<file path="config.mk">
export PLATFORM = sky130hd
export DESIGN_NAME = nbr_lut_cell
export DESIGN_NICKNAME = d
export VERILOG_FILES = /design/src/rtl/nbr_cell_pkg.sv /design/src/rtl/nbr_cfg_store.sv /design/src/rtl/nbr_lut_mux.sv /design/src/rtl/nbr_state_ff.sv /design/src/rtl/nbr_out_select.sv /design/src/rtl/nbr_lut_cell.sv
export SDC_FILE = /design/constraint.sdc
export NUM_CORES = 1
export LEC_CHECK = 0
export BUFFER_PORTS_ARGS = -buffer_cell sky130_fd_sc_hd__buf_2
export CAP_MARGIN = 15
export CORE_ASPECT_RATIO = 2
export CORE_MARGIN = 3
export CORE_UTILIZATION = 49
export CTS_CLUSTER_DIAMETER = 50
export CTS_CLUSTER_SIZE = 8
export DETAILED_ROUTE_END_ITERATION = 6
export HOLD_SLACK_MARGIN = 0.15
export PLACE_DENSITY = 0.84
export SLEW_MARGIN = 5
export SYNTH_ARGS = -nofsm -noshare
export SYNTH_HDL_FRONTEND = slang
export SYNTH_SLANG_ARGS = --single-unit
export TNS_END_PERCENT = 1
</file>
<file path="constraint.sdc">
create_clock -name clk -period 2 [get_ports clk]
set_input_delay 0.2 -clock clk [delete_from_list [all_inputs] [get_ports clk]]
set_output_delay 0.2 -clock clk [all_outputs]
set_load 0.01 [all_outputs]
</file>
<file path="src/rtl/nbr_cell_pkg.sv">
package nbr_cell_pkg;
  localparam int unsigned SIDE_COUNT = 4;
  localparam int unsigned ADDR_W     = SIDE_COUNT + 1;
  localparam int unsigned LUT_BITS   = 1 << ADDR_W;

  // index of each side inside the packed neighbour vector (north highest)
  localparam int unsigned SIDE_W = 0;
  localparam int unsigned SIDE_S = 1;
  localparam int unsigned SIDE_E = 2;
  localparam int unsigned SIDE_N = 3;

  typedef logic [LUT_BITS-1:0]   lut_word_t;
  typedef logic [ADDR_W-1:0]     lut_addr_t;
  typedef logic [SIDE_COUNT-1:0] side_vec_t;

  typedef enum logic {
    OUT_COMB = 1'b0,
    OUT_REG  = 1'b1
  } out_mode_e;

  // state bit on top, neighbours below in N,E,S,W order
  function automatic lut_addr_t pack_addr(input logic state_bit, input side_vec_t sides);
    return {state_bit, sides};
  endfunction
endpackage

</file>
<file path="src/rtl/nbr_cfg_store.sv">
module nbr_cfg_store #(
  parameter int unsigned WIDTH = 32
) (
  input  logic             clk,
  input  logic             load,
  input  logic [WIDTH-1:0] word_in,
  output logic [WIDTH-1:0] word_q
);
  // table contents survive reset on purpose; only the strobe writes them
  always_ff @(posedge clk) begin
    if (load) begin
      word_q <= word_in;
    end
  end
endmodule

</file>
<file path="src/rtl/nbr_lut_mux.sv">
module nbr_lut_mux #(
  parameter int unsigned SEL_W = 5
) (
  input  logic [(1<<SEL_W)-1:0] table_in,
  input  logic [SEL_W-1:0]      sel,
  output logic                  bit_out
);
  localparam int unsigned LEAVES = 1 << SEL_W;
  localparam int unsigned NODES  = 2 * LEAVES - 1;

  // heap-ordered 2:1 tree: node k has children 2k+1 (sel bit 0) and 2k+2
  logic [NODES-1:0] node;

  for (genvar j = 0; j < LEAVES; j++) begin : g_leaf
    assign node[LEAVES-1+j] = table_in[j];
  end

  for (genvar d = 0; d < SEL_W; d++) begin : g_level
    for (genvar p = 0; p < (1 << d); p++) begin : g_node
      localparam int unsigned K = (1 << d) - 1 + p;
      assign node[K] = sel[SEL_W-1-d] ? node[2*K+2] : node[2*K+1];
    end
  end

  assign bit_out = node[0];
endmodule

</file>
<file path="src/rtl/nbr_state_ff.sv">
module nbr_state_ff (
  input  logic clk,
  input  logic rst,
  input  logic d,
  output logic q
);
  always_ff @(posedge clk) begin
    if (rst) begin
      q <= 1'b0;
    end else begin
      q <= d;
    end
  end
endmodule

</file>
<file path="src/rtl/nbr_out_select.sv">
module nbr_out_select
  import nbr_cell_pkg::*;
#(
  parameter int unsigned FANOUT = 4
) (
  input  logic              mode_reg,
  input  logic              comb_bit,
  input  logic              reg_bit,
  output logic [FANOUT-1:0] fan
);
  logic      result;
  out_mode_e mode;

  assign mode   = out_mode_e'(mode_reg);
  assign result = (mode == OUT_REG) ? reg_bit : comb_bit;

  for (genvar i = 0; i < FANOUT; i++) begin : g_fan
    assign fan[i] = result;
  end
endmodule

</file>
<file path="src/rtl/nbr_lut_cell.sv">
module nbr_lut_cell
  import nbr_cell_pkg::*;
(
  input  logic                clk,
  input  logic                rst,
  input  logic                cfg_load,
  input  logic [LUT_BITS-1:0] cfg_word,
  input  logic                mode_reg,
  input  logic                in_n,
  input  logic                in_e,
  input  logic                in_s,
  input  logic                in_w,
  output logic                out_n,
  output logic                out_e,
  output logic                out_s,
  output logic                out_w
);
  lut_word_t table_q;
  side_vec_t side_vec;
  lut_addr_t addr;
  logic      state_q;
  logic      lut_bit;
  side_vec_t fan;

  assign side_vec[SIDE_N] = in_n;
  assign side_vec[SIDE_E] = in_e;
  assign side_vec[SIDE_S] = in_s;
  assign side_vec[SIDE_W] = in_w;

  // the state flop, never the output pin, closes the feedback path
  assign addr = pack_addr(state_q, side_vec);

  nbr_cfg_store #(.WIDTH(LUT_BITS)) u_cfg (
    .clk     (clk),
    .load    (cfg_load),
    .word_in (cfg_word),
    .word_q  (table_q)
  );

  nbr_lut_mux #(.SEL_W(ADDR_W)) u_mux (
    .table_in (table_q),
    .sel      (addr),
    .bit_out  (lut_bit)
  );

  nbr_state_ff u_state (
    .clk (clk),
    .rst (rst),
    .d   (lut_bit),
    .q   (state_q)
  );

  nbr_out_select #(.FANOUT(SIDE_COUNT)) u_out (
    .mode_reg (mode_reg),
    .comb_bit (lut_bit),
    .reg_bit  (state_q),
    .fan      (fan)
  );

  assign out_n = fan[SIDE_N];
  assign out_e = fan[SIDE_E];
  assign out_s = fan[SIDE_S];
  assign out_w = fan[SIDE_W];
endmodule

</file>
# After elaboration in Yosys (flattened, before gate mapping)
# Index checks and enable logic that the tools add are counted.
[word_totals] word_cells=34 input_bits=40 reg_bits=33 out_inout_bits=4
[op_classes] mux=32
[op_table] cell="2-to-1 mux 1 bit" n=32

# Longest topological paths before layout
[logic_depth] ltp_word=6 mapped_depth=7 depth_no_buf=4

# Cells and area by module
# A second synthesis with hierarchy kept.
[unflattened] hier_cells=80 hier_area_um2=1365.1
[modules_own_cells] module="nbr_cfg_store" n_inst=1 area_per_inst_um2=960.9 cells_per_inst=32 seq_area_each_um2=960.9
[modules_own_cells] module="nbr_lut_mux" n_inst=1 area_per_inst_um2=325.3 cells_per_inst=41 seq_area_each_um2=0.0
[modules_own_cells] module="nbr_out_select" n_inst=1 area_per_inst_um2=45.0 cells_per_inst=5 seq_area_each_um2=0.0
[modules_own_cells] module="nbr_state_ff" n_inst=1 area_per_inst_um2=33.8 cells_per_inst=2 seq_area_each_um2=20.0

# Least setup slack after synthesis
# No wires, ideal clock.
[synth_timing] path_kind="input -> output" start="input port in_w" end="output port out_n" t_required_ns=1.800 arrival_ns=1.740 stages=7 slack_ns=0.060 n_path_buf=3 cell_sequence="buf_6 -> buf_12 -> mux2i_1 -> mux4_2 -> a221o_1 -> a2bb2oi_2 -> buf_4"
[synth_via] elab_chain_cells=6
[synth_rtl] element="from (decl)" line_no="nbr_lut_cell.sv:12" text="input logic in_w,"
[synth_rtl] element="2-to-1 mux 1 bit (4 in series)" line_no="nbr_lut_mux.sv:21" text="assign node[K] = sel[SEL_W-1-d] ? node[2*K+2] : node[2*K+1];"
[synth_rtl] element="2-to-1 mux 1 bit *" line_no="nbr_lut_mux.sv:21"
[synth_rtl] element="2-to-1 mux 1 bit *" line_no="nbr_out_select.sv:15" text="assign result = (mode == OUT_REG) ? reg_bit : comb_bit;"
[synth_rtl] element="to (decl)" line_no="nbr_lut_cell.sv:13" text="output logic out_n,"
# Mark *: on every way between the ends. The rest lies on a longest branch, timed or not.

# Worst setup path after layout
[layout_timing] start="register u_cfg.word_q[31]" end="output port out_s"
[layout_via] elab_chain_cells=6
[layout_rtl] element="from (decl)" line_no="nbr_cfg_store.sv:7" text="output logic [WIDTH-1:0] word_q"
[layout_rtl] element="from (signal assigned)" line_no="nbr_cfg_store.sv:12" text="word_q <= word_in;"
[layout_rtl] element="2-to-1 mux 1 bit (5 in series)" line_no="nbr_lut_mux.sv:21"
[layout_rtl] element="2-to-1 mux 1 bit" line_no="nbr_out_select.sv:15"
[layout_rtl] element="to (decl)" line_no="nbr_lut_cell.sv:15" text="output logic out_s,"
# No other way between the ends.

==> impl_results.rst <==
.. list-table::
   :header-rows: 1

   * - Metric
     - Value
   * - Setup fix buffers added after clock tree synthesis
     - 0
   * - Number of maximum-capacitance constraint violations
     - 0
   * - Layout Area Growth over Synthesis
     - 44.50%
   * - Worst hold path type
     - in -> reg
   * - Global-route wire length before repair
     - 4899 µm
   * - Synth area leader
     - sky130_fd_sc_hd__edfxtp_1
   * - Max Transition Viols Final
     - 0
   * - Post-route worst setup slack
     - -0.05282 ns
   * - Synth top area share
     - 0.7105
   * - Clock-pin slew reported for the worst setup and hold paths after clock tree synthesis
     - 0.07 ns
   * - Input/output buffers
     - 43
   * - Dominant combinational cell family by area after synthesis
     - multiplexers
   * - Detailed-route vias per instance
     - 5.087
   * - Critical path peak fanout
     - 4
   * - Floorplan Core Area
     - 2603 µm²
   * - Share of cell area taken by muxes after synthesis
     - 0.1924
   * - Die area
     - 3465 µm²
   * - Number of H-tree branching levels
     - 2
   * - Number of vias in the routed layout
     - 875
   * - Core utilization of the finished layout
     - 0.7510
   * - Drt wl/cell
     - 17.20 µm
   * - Kind of launch point of the worst setup path
     - flip-flop
   * - GRT Total Usage
     - 0.2036
   * - Normalized max-slew margin
     - 0.5526
   * - Critical path capture point type
     - output pin
   * - Post-route clock skew
     - 0.005651 ns
   * - Initial DRC count
     - 26
   * - Number of remaining DRC errors
     - 0
   * - Highest Clock Rate
     - roughly 490 MHz
   * - Number of antenna violations at the first check in global routing
     - 0
   * - Post-Synth XOR/XNOR Area
     - 0
   * - Count of antenna-violating nets left after detailed routing
     - 0
   * - Count of antenna diodes in the layout
     - 0
   * - Power Density
     - 782.8 nW/µm²
   * - Final net count
     - 183
   * - Outcome
     - complete, but fails checks
   * - Area of the mapped netlist
     - ~1400 µm²
   * - Unique cell type count in the Yosys netlist
     - 14
   * - Top cells by area in the synthesized netlist
     - sky130_fd_sc_hd__edfxtp_1 (71%), sky130_fd_sc_hd__mux2i_1 (13%), sky130_fd_sc_hd__mux4_2 (6.7%)
   * - Mean post-synth cell area
     - 20.49 µm²
   * - Clock Tree Root
     - sky130_fd_sc_hd__clkbuf_8
   * - Fraction of the mapped netlist area in adder cells
     - 0
   * - Transition at the pin with the smallest max-transition slack
     - between 0.6 and 0.7 ns
   * - Number of global-route vias before repair
     - 1031
   * - Number of nets produced by synthesis
     - between 100 and 150
   * - Violations in the final reports
     - negative setup slack
   * - Part of the cycle the worst path needs
     - 1.026
   * - Number of hold violations in the final report
     - 0
   * - Endpoint required time on the critical path
     - 1.80 ns
   * - Final setup vio count
     - 4
   * - Layout cell share with drive strength beyond 1
     - 0.3819
   * - Number of filler instances in the final layout
     - between 150 and 200
   * - Register area share after synthesis
     - 0.7253
   * - Yosys warns
     - 0
   * - Die Ht
     - roughly 80 µm
   * - Number of standard cells in the final layout excluding fillers
     - 172
   * - CTS Sinks
     - 33
   * - Post-route setup TNS
     - -0.2050 ns
   * - Worst Path Arrival
     - 1.85 ns
   * - Placed cells
     - between 100 and 150
   * - RSZ-0062 raised after global routing
     - yes
   * - Clock buffer depth
     - 2
   * - Site row count
     - 26
   * - Crit path time final
     - 2.053 ns
   * - Starting density of the core
     - 0.5197
   * - Number of primary I/O pins
     - 44
   * - Post-Synth Simple-Gate Area
     - 0.01203
   * - Total of flip-flops plus latches after synthesis
     - 33
   * - Setup slack after placement
     - -0.07363 ns
   * - Router iterations before antenna repair
     - 3
   * - Clock Latency Late Sink
     - 0.28 ns
   * - Worst Setup Path Type
     - reg -> out
   * - Pin count of the biggest net entering global routing
     - 33
   * - R2r setup slk
     - approximately 0.60 ns
   * - Residual overflow from global routing
     - 0
   * - CTS tree
     - done
   * - Worst IR drop on VDD
     - 0.7235 mV
   * - Total Wirelength
     - 2959 µm
   * - Inserted Clock Buffers
     - 5
   * - Final RePlAce weighted congestion
     - approximately 0.63
   * - Area fraction in compound gates after synthesis
     - 0.03053
   * - Synthesized netlist cell count
     - 66
   * - Die Wd
     - 43.15 µm
   * - Leakage
     - 0.8160 nW
[stage by stage]
step	hold WS [ns]	cell area (µm²)	power, W
finish	0.1767	1954	0.001530
global route	0.1910	1954	0.001600
CTS	0.1717	1952	0.001515
global placement	0.3764	1549	0.001006
detailed placement	0.3781	1549	0.001015
floorplan	0.2989	1353	0.0009561
[cells in the mapped netlist]
cell / n
sky130_fd_sc_hd__edfxtp_1: 32
sky130_fd_sc_hd__mux2i_1: 17
sky130_fd_sc_hd__mux4_2: 4
sky130_fd_sc_hd__buf_4: 3
sky130_fd_sc_hd__a221o_1: 1
sky130_fd_sc_hd__a221oi_1: 1
sky130_fd_sc_hd__a2bb2oi_2: 1
sky130_fd_sc_hd__and2_1: 1
sky130_fd_sc_hd__buf_12: 1
sky130_fd_sc_hd__buf_6: 1
sky130_fd_sc_hd__dfxtp_1: 1
sky130_fd_sc_hd__nand2_1: 1
sky130_fd_sc_hd__nor2b_1: 1
sky130_fd_sc_hd__o21a_1: 1
[layout make-up]
| class | count | area [µm²] | area share |
|---|---|---|---|
| clock inverters | 2 | 10.01 | 0.005122 |
| well taps | 28 | 35.03 | 0.01793 |
| multi-input cells | 28 | 317.8 | 0.1626 |
| repair buffers | 75 | 538.0 | 0.2753 |
| clock buffers | 6 | 72.57 | 0.03713 |
| flip-flops and latches | 33 | 980.9 | 0.5019 |
[critical path, cell delays in order, from the launching register on]
cell,delay [ns]
sky130_fd_sc_hd__edfxtp_1,0.35
sky130_fd_sc_hd__mux2i_1,0.09
sky130_fd_sc_hd__mux4_2,0.50
sky130_fd_sc_hd__a221o_1,0.32
sky130_fd_sc_hd__a2bb2oi_2,0.17
sky130_fd_sc_hd__buf_2,0.16
[metal layers]
| layer | track usage | wire [µm] |
|---|---|---|
| met4 | 0.1360 | 80 |
| met1 | 0.2305 | 1120 |
| met2 | 0.3383 | 1641 |
| met5 | 0 | 0 |
| met3 | 0.03587 | 117 |
[registers in the layout, indices dropped and copies added, names as in the netlist]
register	cells
u_state.q	1
u_cfg.word_q	32
[power by group]
group / switching (W) / leakage, nW / internal [W]
Clock: 0.000231 / 0.0450 / 0.000241
Sequential: 0.0000216 / 0.322 / 0.000821
Combinational: 0.0000850 / 0.450 / 0.000130
[final timing paths]
kind | to | cells after the start | start
max | out_s | 5 | u_cfg.word_q[31]
min | u_state.q | 3 | rst
max reg2reg | u_state.q | 4 | u_cfg.word_q[31]
min reg2reg | u_state.q | 1 | u_state.q
[cells in the final DEF, fill, tap and decap left out, drive strengths merged]
cell type,synthesis,layout
a221oi,1,1
mux4,4,4
and2,1,1
nand2,1,1
dfxtp,1,1
a221o,1,1
dlygate4sd3,0,32
a2bb2oi,1,1
clkbuf,0,7
o21a,1,1
edfxtp,32,32
clkinv,0,2
mux2i,17,17
buf,5,42
nor2b,1,1
[cells by family after synthesis]
kind of cell,count (synthesis)
AO/OA/AOI/OAI,4
multiplexers,21
flip-flops,33
AND/OR/NAND/NOR,3
buffers and inverters,5
[repair_timing]
item | CTS | global route
setup endpoints to repair | 4 | 4
hold buffers | 32 | 0
hold endpoints to repair | 32 | 0
resized for setup | 0 | 1
Power figures use the tool's default switching activity.
